### config.mk
export PLATFORM = sky130hd
export DESIGN_NAME = simd_cmp_mask
export DESIGN_NICKNAME = d
export VERILOG_FILES = /design/src/rtl/simd_cmp_pkg.sv /design/src/rtl/simd_lane_cmp.sv /design/src/rtl/simd_mask_logic.sv /design/src/rtl/simd_popcount.sv /design/src/rtl/simd_cmp_mask.sv
export SDC_FILE = /design/constraint.sdc
export NUM_CORES = 1
export LEC_CHECK = 0
export BUFFER_PORTS_ARGS = -buffer_cell sky130_fd_sc_hd__buf_2
export CAP_MARGIN = 15
export CORE_AREA = 3 3 424 426
export CTS_CLUSTER_DIAMETER = 100
export DETAILED_ROUTE_END_ITERATION = 16
export DIE_AREA = 0 0 427 429
export HOLD_SLACK_MARGIN = 0.15
export PLACE_DENSITY = 0.36
export REMOVE_ABC_BUFFERS = 1
export SYNTH_ARGS = -nofsm -noshare
export SYNTH_HDL_FRONTEND = slang
export SYNTH_HIERARCHICAL = 1
export SYNTH_SLANG_ARGS = --single-unit
### constraint.sdc
create_clock -name clk -period 0.8 [get_ports clk]
set_input_delay 0.04 -clock clk [delete_from_list [all_inputs] [get_ports clk]]
set_output_delay 0.04 -clock clk [all_outputs]
set_load 0.05 [all_outputs]
### src/rtl/simd_cmp_pkg.sv
package simd_cmp_pkg;

  typedef enum logic [2:0] {
    CMP_EQ   = 3'd0,
    CMP_LT   = 3'd1,
    CMP_LE   = 3'd2,
    CMP_GT   = 3'd3,
    CMP_GE   = 3'd4,
    CMP_NE   = 3'd5,
    CMP_RSV6 = 3'd6,
    CMP_RSV7 = 3'd7
  } cmp_op_e;

  typedef enum logic [2:0] {
    KL_PASS = 3'd0,
    KL_AND  = 3'd1,
    KL_NAND = 3'd2,
    KL_NOT  = 3'd3,
    KL_OR   = 3'd4,
    KL_XNOR = 3'd5,
    KL_XOR  = 3'd6,
    KL_ZERO = 3'd7
  } klog_op_e;

endpackage

### src/rtl/simd_lane_cmp.sv
module simd_lane_cmp
  import simd_cmp_pkg::*;
#(
  parameter int unsigned LANE_W = 32
) (
  input  logic [LANE_W-1:0] lane_a,
  input  logic [LANE_W-1:0] lane_b,
  input  cmp_op_e           op,
  output logic              hit
);

  logic is_eq;
  logic is_lt;

  // Signed relations from one equality and one less-than
  always_comb begin
    is_eq = (lane_a == lane_b);
    is_lt = ($signed(lane_a) < $signed(lane_b));
  end

  always_comb begin
    case (op)
      CMP_EQ:  hit = is_eq;
      CMP_LT:  hit = is_lt;
      CMP_LE:  hit = is_lt | is_eq;
      CMP_GT:  hit = ~(is_lt | is_eq);
      CMP_GE:  hit = ~is_lt;
      CMP_NE:  hit = ~is_eq;
      default: hit = 1'b0;
    endcase
  end

endmodule

### src/rtl/simd_mask_logic.sv
module simd_mask_logic
  import simd_cmp_pkg::*;
#(
  parameter int unsigned N = 16
) (
  input  logic [N-1:0] opnd_g,
  input  logic [N-1:0] opnd_b,
  input  klog_op_e     op,
  output logic [N-1:0] res
);

  always_comb begin
    case (op)
      KL_PASS: res = opnd_g;
      KL_AND:  res = opnd_g & opnd_b;
      KL_NAND: res = ~(opnd_g & opnd_b);
      KL_NOT:  res = ~opnd_g;
      KL_OR:   res = opnd_g | opnd_b;
      KL_XNOR: res = ~(opnd_g ^ opnd_b);
      KL_XOR:  res = opnd_g ^ opnd_b;
      default: res = '0;
    endcase
  end

endmodule

### src/rtl/simd_popcount.sv
module simd_popcount #(
  parameter int unsigned N  = 16,
  localparam int unsigned CW = $clog2(N + 1)
) (
  input  logic [N-1:0]  bits,
  output logic [CW-1:0] count
);

  always_comb begin
    count = '0;
    for (int i = 0; i < int'(N); i++) begin
      count = count + CW'(bits[i]);
    end
  end

endmodule

### src/rtl/simd_cmp_mask.sv
module simd_cmp_mask
  import simd_cmp_pkg::*;
#(
  parameter int unsigned LANES  = 16,
  parameter int unsigned LANE_W = 32
) (
  input  logic                        clk,
  input  logic                        rst_n,
  input  logic                        in_valid,
  input  logic [LANES*LANE_W-1:0]     vec_a,
  input  logic [LANES*LANE_W-1:0]     vec_b,
  input  logic [2:0]                  cmp_op,
  input  logic                        mask_en,
  input  logic [LANES-1:0]            mask_in,
  input  logic [2:0]                  klog_op,
  input  logic [LANES-1:0]            klog_b,
  output logic                        out_valid,
  output logic [LANES-1:0]            mask_out,
  output logic [$clog2(LANES+1)-1:0]  pop_out
);

  localparam int unsigned POP_W = $clog2(LANES + 1);

  // Reset: asserted asynchronously, released on a clock edge
  logic rst_meta_q;
  logic rst_sync_n;

  always_ff @(posedge clk or negedge rst_n) begin
    if (!rst_n) begin
      rst_meta_q <= 1'b0;
      rst_sync_n <= 1'b0;
    end else begin
      rst_meta_q <= 1'b1;
      rst_sync_n <= rst_meta_q;
    end
  end

  // Per-lane compare
  cmp_op_e          cmp_sel;
  logic [LANES-1:0] raw_hits;

  assign cmp_sel = cmp_op_e'(cmp_op);

  for (genvar g = 0; g < int'(LANES); g++) begin : g_lane
    simd_lane_cmp #(
      .LANE_W (LANE_W)
    ) u_lane (
      .lane_a (vec_a[g*LANE_W +: LANE_W]),
      .lane_b (vec_b[g*LANE_W +: LANE_W]),
      .op     (cmp_sel),
      .hit    (raw_hits[g])
    );
  end

  // Lane gating
  logic [LANES-1:0] gate_mask;
  logic [LANES-1:0] gated_hits;

  always_comb begin
    gate_mask  = mask_en ? mask_in : '1;
    gated_hits = raw_hits & gate_mask;
  end

  // Bitmap logic and count
  logic [LANES-1:0] final_mask;
  logic [POP_W-1:0] final_pop;

  simd_mask_logic #(
    .N (LANES)
  ) u_klog (
    .opnd_g (gated_hits),
    .opnd_b (klog_b),
    .op     (klog_op_e'(klog_op)),
    .res    (final_mask)
  );

  simd_popcount #(
    .N (LANES)
  ) u_pop (
    .bits  (final_mask),
    .count (final_pop)
  );

  // Next state
  logic             load_en;
  logic             vld_d;
  logic [LANES-1:0] mask_d;
  logic [POP_W-1:0] pop_d;

  always_comb begin
    load_en = in_valid;
    vld_d   = in_valid;
    mask_d  = mask_out;
    pop_d   = pop_out;
    if (load_en) begin
      mask_d = final_mask;
      pop_d  = final_pop;
    end
  end

  // Registers
  always_ff @(posedge clk or negedge rst_n) begin
    if (!rst_n) begin
      out_valid <= 1'b0;
      mask_out  <= '0;
      pop_out   <= '0;
    end else if (!rst_sync_n) begin
      out_valid <= 1'b0;
      mask_out  <= '0;
      pop_out   <= '0;
    end else begin
      out_valid <= vld_d;
      mask_out  <= mask_d;
      pop_out   <= pop_d;
    end
  end

endmodule

==> impl_metrics.toml, run 1 <==
[worst_setup_path]
r2r-end = "mask_out[2]"
endpoint_kind = "flop"
ff2ff_path_depth = 3
max_stage_delay_ps = 520
cp_top_family = "adder cells"
setup.worst_path.start = "vec_b[110]"
cp_max_fo = 4
r2r_start = "mask_out[2]"
critPathKind = "input pin to flop"
path_buf_inv = 9
r2r_slack_ps = -60
arrival_ps = 6000
cpMaxStageDelayCell = "fa_2"
cp_common_cell = "inv_2"
worst-endpoint-required_ps = 970
cp-start-kind = "input pin"

[global_route]
grt-ovfl-total = 0
grt_pass1_vias = 24330
use_met2_pct = 24.95
grt_pass1_wl_mm = 171.1
antenna_found_initial = 79
grt_max_degree = 29
busiest_layer = "met2"
grtUsageMet1_pct = 14.25
gr-usage-met3_pct = 2.294
grt_use_total_pct = 12.98

[logic_synthesis]
synth_edf_count = 0
synthTopCellsByArea = "ha_1 (38%), inv_1 (13%), a21oi_1 (6.0%)"
synth_area_leader_cell = "ha_1"
synthDominantCellAreaShare_pct = 37.71
netlist_area_um2 = 18220
synth-main-ff-cell = "dfrtp_1"
ys_ff_latch = 24
synth-seq-area-share_pct = 3.297
synth.distinct_cells = 51
synthArstFlopShare_pct = 100.0
avgSynthCellArea_um2 = 7.310
syn_inst = 2492
synth_warnings = 6

[floorplan]
dieArea_um2 = 183200
start_util_pct = 10.34
fp-row-count = 154
num_io_pins = 1088
chipHeight_um = 429
die_w_um = 427
coreArea_um2 = 176100

[finish]
fin_nets = 5565
final_area_um2 = 34210
layout_common_cells = "buf_2 (977), inv_1 (477), ha_1 (374), buf_4 (347)"
multiInputGateArea_um2 = 18730
fill_cells = 19990
final_common_cell = "buf_2"
register_area_um2 = 604.3
fin_util_pct = 19.43
drive_above_1_share_pct = 52.27
synthToLayoutAreaGrowth_pct = 87.81

[sta]
worst_slack_ps = -5033
rsz0062_at_grt = "true"
period_minus_slack_ps = 5833
min_period_over_period_pct = 729.1
setup_violations = 44
finalHoldViolCount = 0
fmax_mhz = 171.5
maxSlewViolCount = 0
fin_skew_ps = 6.486
timing.hold.ws_ps = 204.3

[routing]
wl_per_cell_um = 19.99
dr_total_vias = 23610
drt_iter0_drc = 941
firstDrtPassIters = 5
wl_mm = 126.0
vias_per_cell = 3.746
route.detailed.drc = 0
ant_nets = 0

[worst_hold_path]
hp-start = "in_valid"
hold_depth = 3
whs_endpoint = "out_valid"
min_path_type = "input pin to flop"

[clock_tree]
clk-insertion-delay-late_ps = 280
cts_buffer_depth = 2
clk_pin_slew_worst_paths_ps = 80
root_buffer = "clkbuf_16"
clock-sinks = 24
numCtsBuffers = 3
ctsHtreeMaxLevel = 1
cts_tree = "yes"

[status]
violations = "setup timing"
outcome = "finished, violations left"

[placement]
place.gp.congestion = 0.9204
io_buffers = 1087
dp_worst_setup_slack_ps = -5920
placed_area_um2 = 29350
dp_hpwl_mm = 116.6

[power]
power.leakage_nw = 17.13
vdd_ir_drop_max_mv = 1.069
p_per_area_nw_per_um2 = 767.6
p_total_w = 0.02626

[flow_run]
cap_violations = 0
[power by group]
part	switching [W]	internal, W
logic	0.0115	0.0116
registers	0.000151	0.00138
clock network	0.000565	0.00100
total	0.0122	0.0140
[routing by layer]
layer	part of all wire [%]	vias up	routed length (um)
met1	38	10970	48150
li1	-	11730	-
met5	0.24	-	307
met3	5.0	181	6320
met2	54	681	67390
met4	3.0	46	3788
[cell families (layout without fill, tap and decap cells)]
logic type | count (synthesis) | in the layout | synth area share (%)
compound gates | 579 | 579 | 21.54
other cells | 1 | 24 | 0.02058
xor+xnor | 2 | 2 | 0.09617
fa+ha+maj | 559 | 559 | 38.80
mux | 48 | 48 | 2.981
flops | 24 | 24 | 3.297
buf+inv | 633 | 2080 | 13.43
simple gates | 646 | 646 | 19.83
[tightest hold or removal path: stages]
cell and delay [ps]:
buf_2 120, buf_4 160, and2_4 140
[registers in the layout, indices dropped and copies added (netlist names)]
signal / cells
pop_out: 5
mask_out: 16
out_valid: 1
rst_sync_n: 1
rst_meta_q: 1
[layout make-up]
class | count | share of cell area, %
Antenna cell | 23 | 0.1682
Clock buffer | 3 | 0.2194
Clock inverter | 1 | 0.08777
Inverter | 612 | 7.040
Multi-Input combinational cell | 1835 | 54.75
Sequential cell | 24 | 1.766
Tap cell | 2340 | 8.557
Timing Repair Buffer | 1464 | 27.41
[through the flow]
step,std cells,TNS [ps]
after floorplan,2471,-59930
after global placement,6228,-75260
after detailed placement,6228,-75830
after CTS,6262,-63540
after global routing,6292,-67310
final,6302,-61890
[timing repair]
action,in CTS,in global routing
hold buffers,1,0
pin swaps,210,169
buffers inserted,41,27
endpoints found under the hold margin,24,0
gates resized for setup,514,287
setup endpoints to repair,44,44
[how the worst max path moves through the flow]
stage / slack, ps / depth (start not counted) / to
finish: -5030 / 30 / pop_out[1]
global route: -5300 / 31 / pop_out[4]
CTS: -5060 / 31 / pop_out[1]
detailed placement: -5920 / 29 / pop_out[4]
global placement: -5870 / 29 / pop_out[4]
floorplan: -5040 / 29 / pop_out[4]
[cells in the mapped netlist, types with 17 or more instances]
library cell,instances
nor2_1,73
a21oi_2,17
nand2b_1,18
nor3_1,48
nand4_1,112
or2_2,22
inv_1,612
nor2b_1,38
nand3_1,64
a211oi_1,25
o22a_1,20
a21oi_1,219
a21o_1,28
o211ai_1,32
nand2_1,188
mux2i_1,43
ha_1,549
dfrtp_1,24
o21ai_0,54
Note: power is estimated with default switching activity, not from simulation.
==> run 2: changes to the inputs <==
Settings changed: BUFFER_PORTS_ARGS -buffer_cell sky130_fd_sc_hd__buf_2 to default, DONT_BUFFER_PORTS from default to 1, PLACE_DENSITY 0.36 to 0.3.
==> impl_metrics.toml, run 2 (synthesis gave the netlist of run 1 again) <==
[status]
outcome = "finished, violations left"
violations = "hold timing, setup timing"

[clock_tree]
root_buffer = "clkbuf_16"
ctsHtreeMaxLevel = 1
clock-sinks = 24
clk-insertion-delay-late_ps = 290
hold_buffers = 2
cts_tree = "yes"
numCtsBuffers = 3
clk_pin_slew_worst_paths_ps = 80
cts_buffer_depth = 2

[sta]
rsz0062_at_grt = "true"
tns_ps = -60990
worst_slack_ps = -4920
period_minus_slack_ps = 5720
fin_skew_ps = 7.131
timing.hold.ws_ps = -43.53
min_period_over_period_pct = 714.9
maxSlewViolCount = 0
fmax_mhz = 174.8
setup_violations = 44
finalHoldViolCount = 13

[worst_setup_path]
r2r_slack_ps = -40
cp-start-kind = "input pin"
cp_max_fo = 4
r2r_start = "pop_out[4]"
r2r-end = "pop_out[4]"
arrival_ps = 5900
critPathKind = "input pin to flop"
crit_end = "pop_out[1]"
endpoint_kind = "flop"
worst-endpoint-required_ps = 980
ff2ff_path_depth = 3
setup.worst_path.start = "vec_b[97]"

[routing]
vias_per_cell = 3.756
route.detailed.drc = 0
firstDrtPassIters = 5
drt_iter0_drc = 899
ant_nets = 0
wl_per_cell_um = 23.28
wl_mm = 120.9
dr_total_vias = 19510

[finish]
largest_reg_flops = 16
final_area_um2 = 26810
layout_common_cells = "inv_1 (562), ha_1 (434), buf_4 (318), a21oi_1 (192), nand2_1 (181)"
synthToLayoutAreaGrowth_pct = 47.16
final_common_cell = "inv_1"
fin_nets = 4465
drive_above_1_share_pct = 27.51
largest_register = "mask_out"
reg.largest.list = "mask_out (16), pop_out (5)"

[power]
p_per_area_nw_per_um2 = 793.1
clkPwrFrac_pct = 7.6
power.leakage_nw = 12.47
p_total_w = 0.02126
intPower_w = 0.01131
power_frac_comb_pct = 85.4
pwr-share-seq_pct = 7.0
vdd_ir_drop_max_mv = 1.112
p_sw_w = 0.009950
p_sw_share_pct = 46.80

[placement]
dp_hpwl_mm = 110.8
place.gp.congestion = 0.9760
io_buffers = 0
placed_area_um2 = 23520

[global_route]
grt_use_total_pct = 12.54
grt-ovfl-total = 0
antenna_found_initial = 43
grt_pass1_wl_mm = 160.8
grt_pass1_vias = 19880
grt_max_degree = 97

[floorplan]
coreArea_um2 = 176100
chipHeight_um = 429
start_util_pct = 10.34
num_io_pins = 1088
die_w_um = 427
fp-row-count = 154
dieArea_um2 = 183200

[worst_hold_path]
min_path_type = "input pin to flop"

[flow_run]
cap_violations = 0
run 2: metal layers:
metal / vias up / GRT usage (%) / part of all wire [%]
li1: 9533 / - / -
met1: 9223 / 14.58 / 40
met2: 657 / 23.43 / 53
met3: 85 / 1.845 / 4.8
met4: 10 / 3.632 / 2.3
met5: - / 0 / 0.050
run 2: worst min-delay path by stage:
stage,from,end,depth (start not counted)
floorplan,rst_n,mask_out[0],0
global route,in_valid,out_valid,1
finish,in_valid,out_valid,1
global placement,rst_n,mask_out[6],0
CTS,in_valid,out_valid,1
detailed placement,rst_n,mask_out[6],0
run 2: cell type report:
cell class / instances / area [um2]
antenna: 15 / 37.54
multi-input combinational: 1835 / 17800
sequential: 24 / 600.6
tap: 2340 / 2928
clock buffer: 3 / 75.07
timing repair buffer: 364 / 2985
inverter: 612 / 2354
fill: 20160 / 149300
clock inverter: 1 / 30.03
run 2: repair_timing:
action | CTS | global route
setup buffers | 35 | 14
resized for setup | 365 | 113
setup endpoints to repair | 44 | 44
pin swaps | 190 | 116
hold endpoints to repair | 46 | 22
run 2: power by group through the flow:
| stage | Sequential [W] | Combinational (W) | Clock [W] |
|---|---|---|---|
| finish | 0.00150 | 0.0182 | 0.00161 |
| global route | 0.00152 | 0.0207 | 0.00172 |
| CTS | 0.00150 | 0.0181 | 0.00170 |
| detailed placement | 0.00149 | 0.0160 | 0 |
| global placement | 0.00149 | 0.0161 | 0 |
| floorplan | 0.00196 | 0.00956 | 0 |
run 2: worst max-delay path, cell delays in order:
cell,delay [ps]
clkinvlp_4,110
ha_4,240
nor2b_4,120
o211ai_1,250
a2111oi_4,140
o31ai_4,430
o22a_1,190
nand3_1,90
o21ai_2,140
a21boi_4,230
inv_2,70
ha_4,260
inv_2,30
mux4_2,450
nor2_1,110
a21o_1,170
fa_1,420
inv_2,70
fa_1,430
fa_1,540
fa_1,420
inv_2,80
ha_4,130
inv_2,30
fa_2,510
inv_1,40
mux2i_1,120
nor2b_1,60
run 2: metrics by stage:
stage          utilization, %  setup WS, ps  std cells
3_3_place_gp            13.36         -6013       5139
2_1_floorplan               -         -5042       2471
4_1_cts                 14.78         -4988       5168
3_5_place_dp            13.36         -6058       5139
5_1_grt                 15.22         -5251       5191
6_report                15.22         -4920       5194
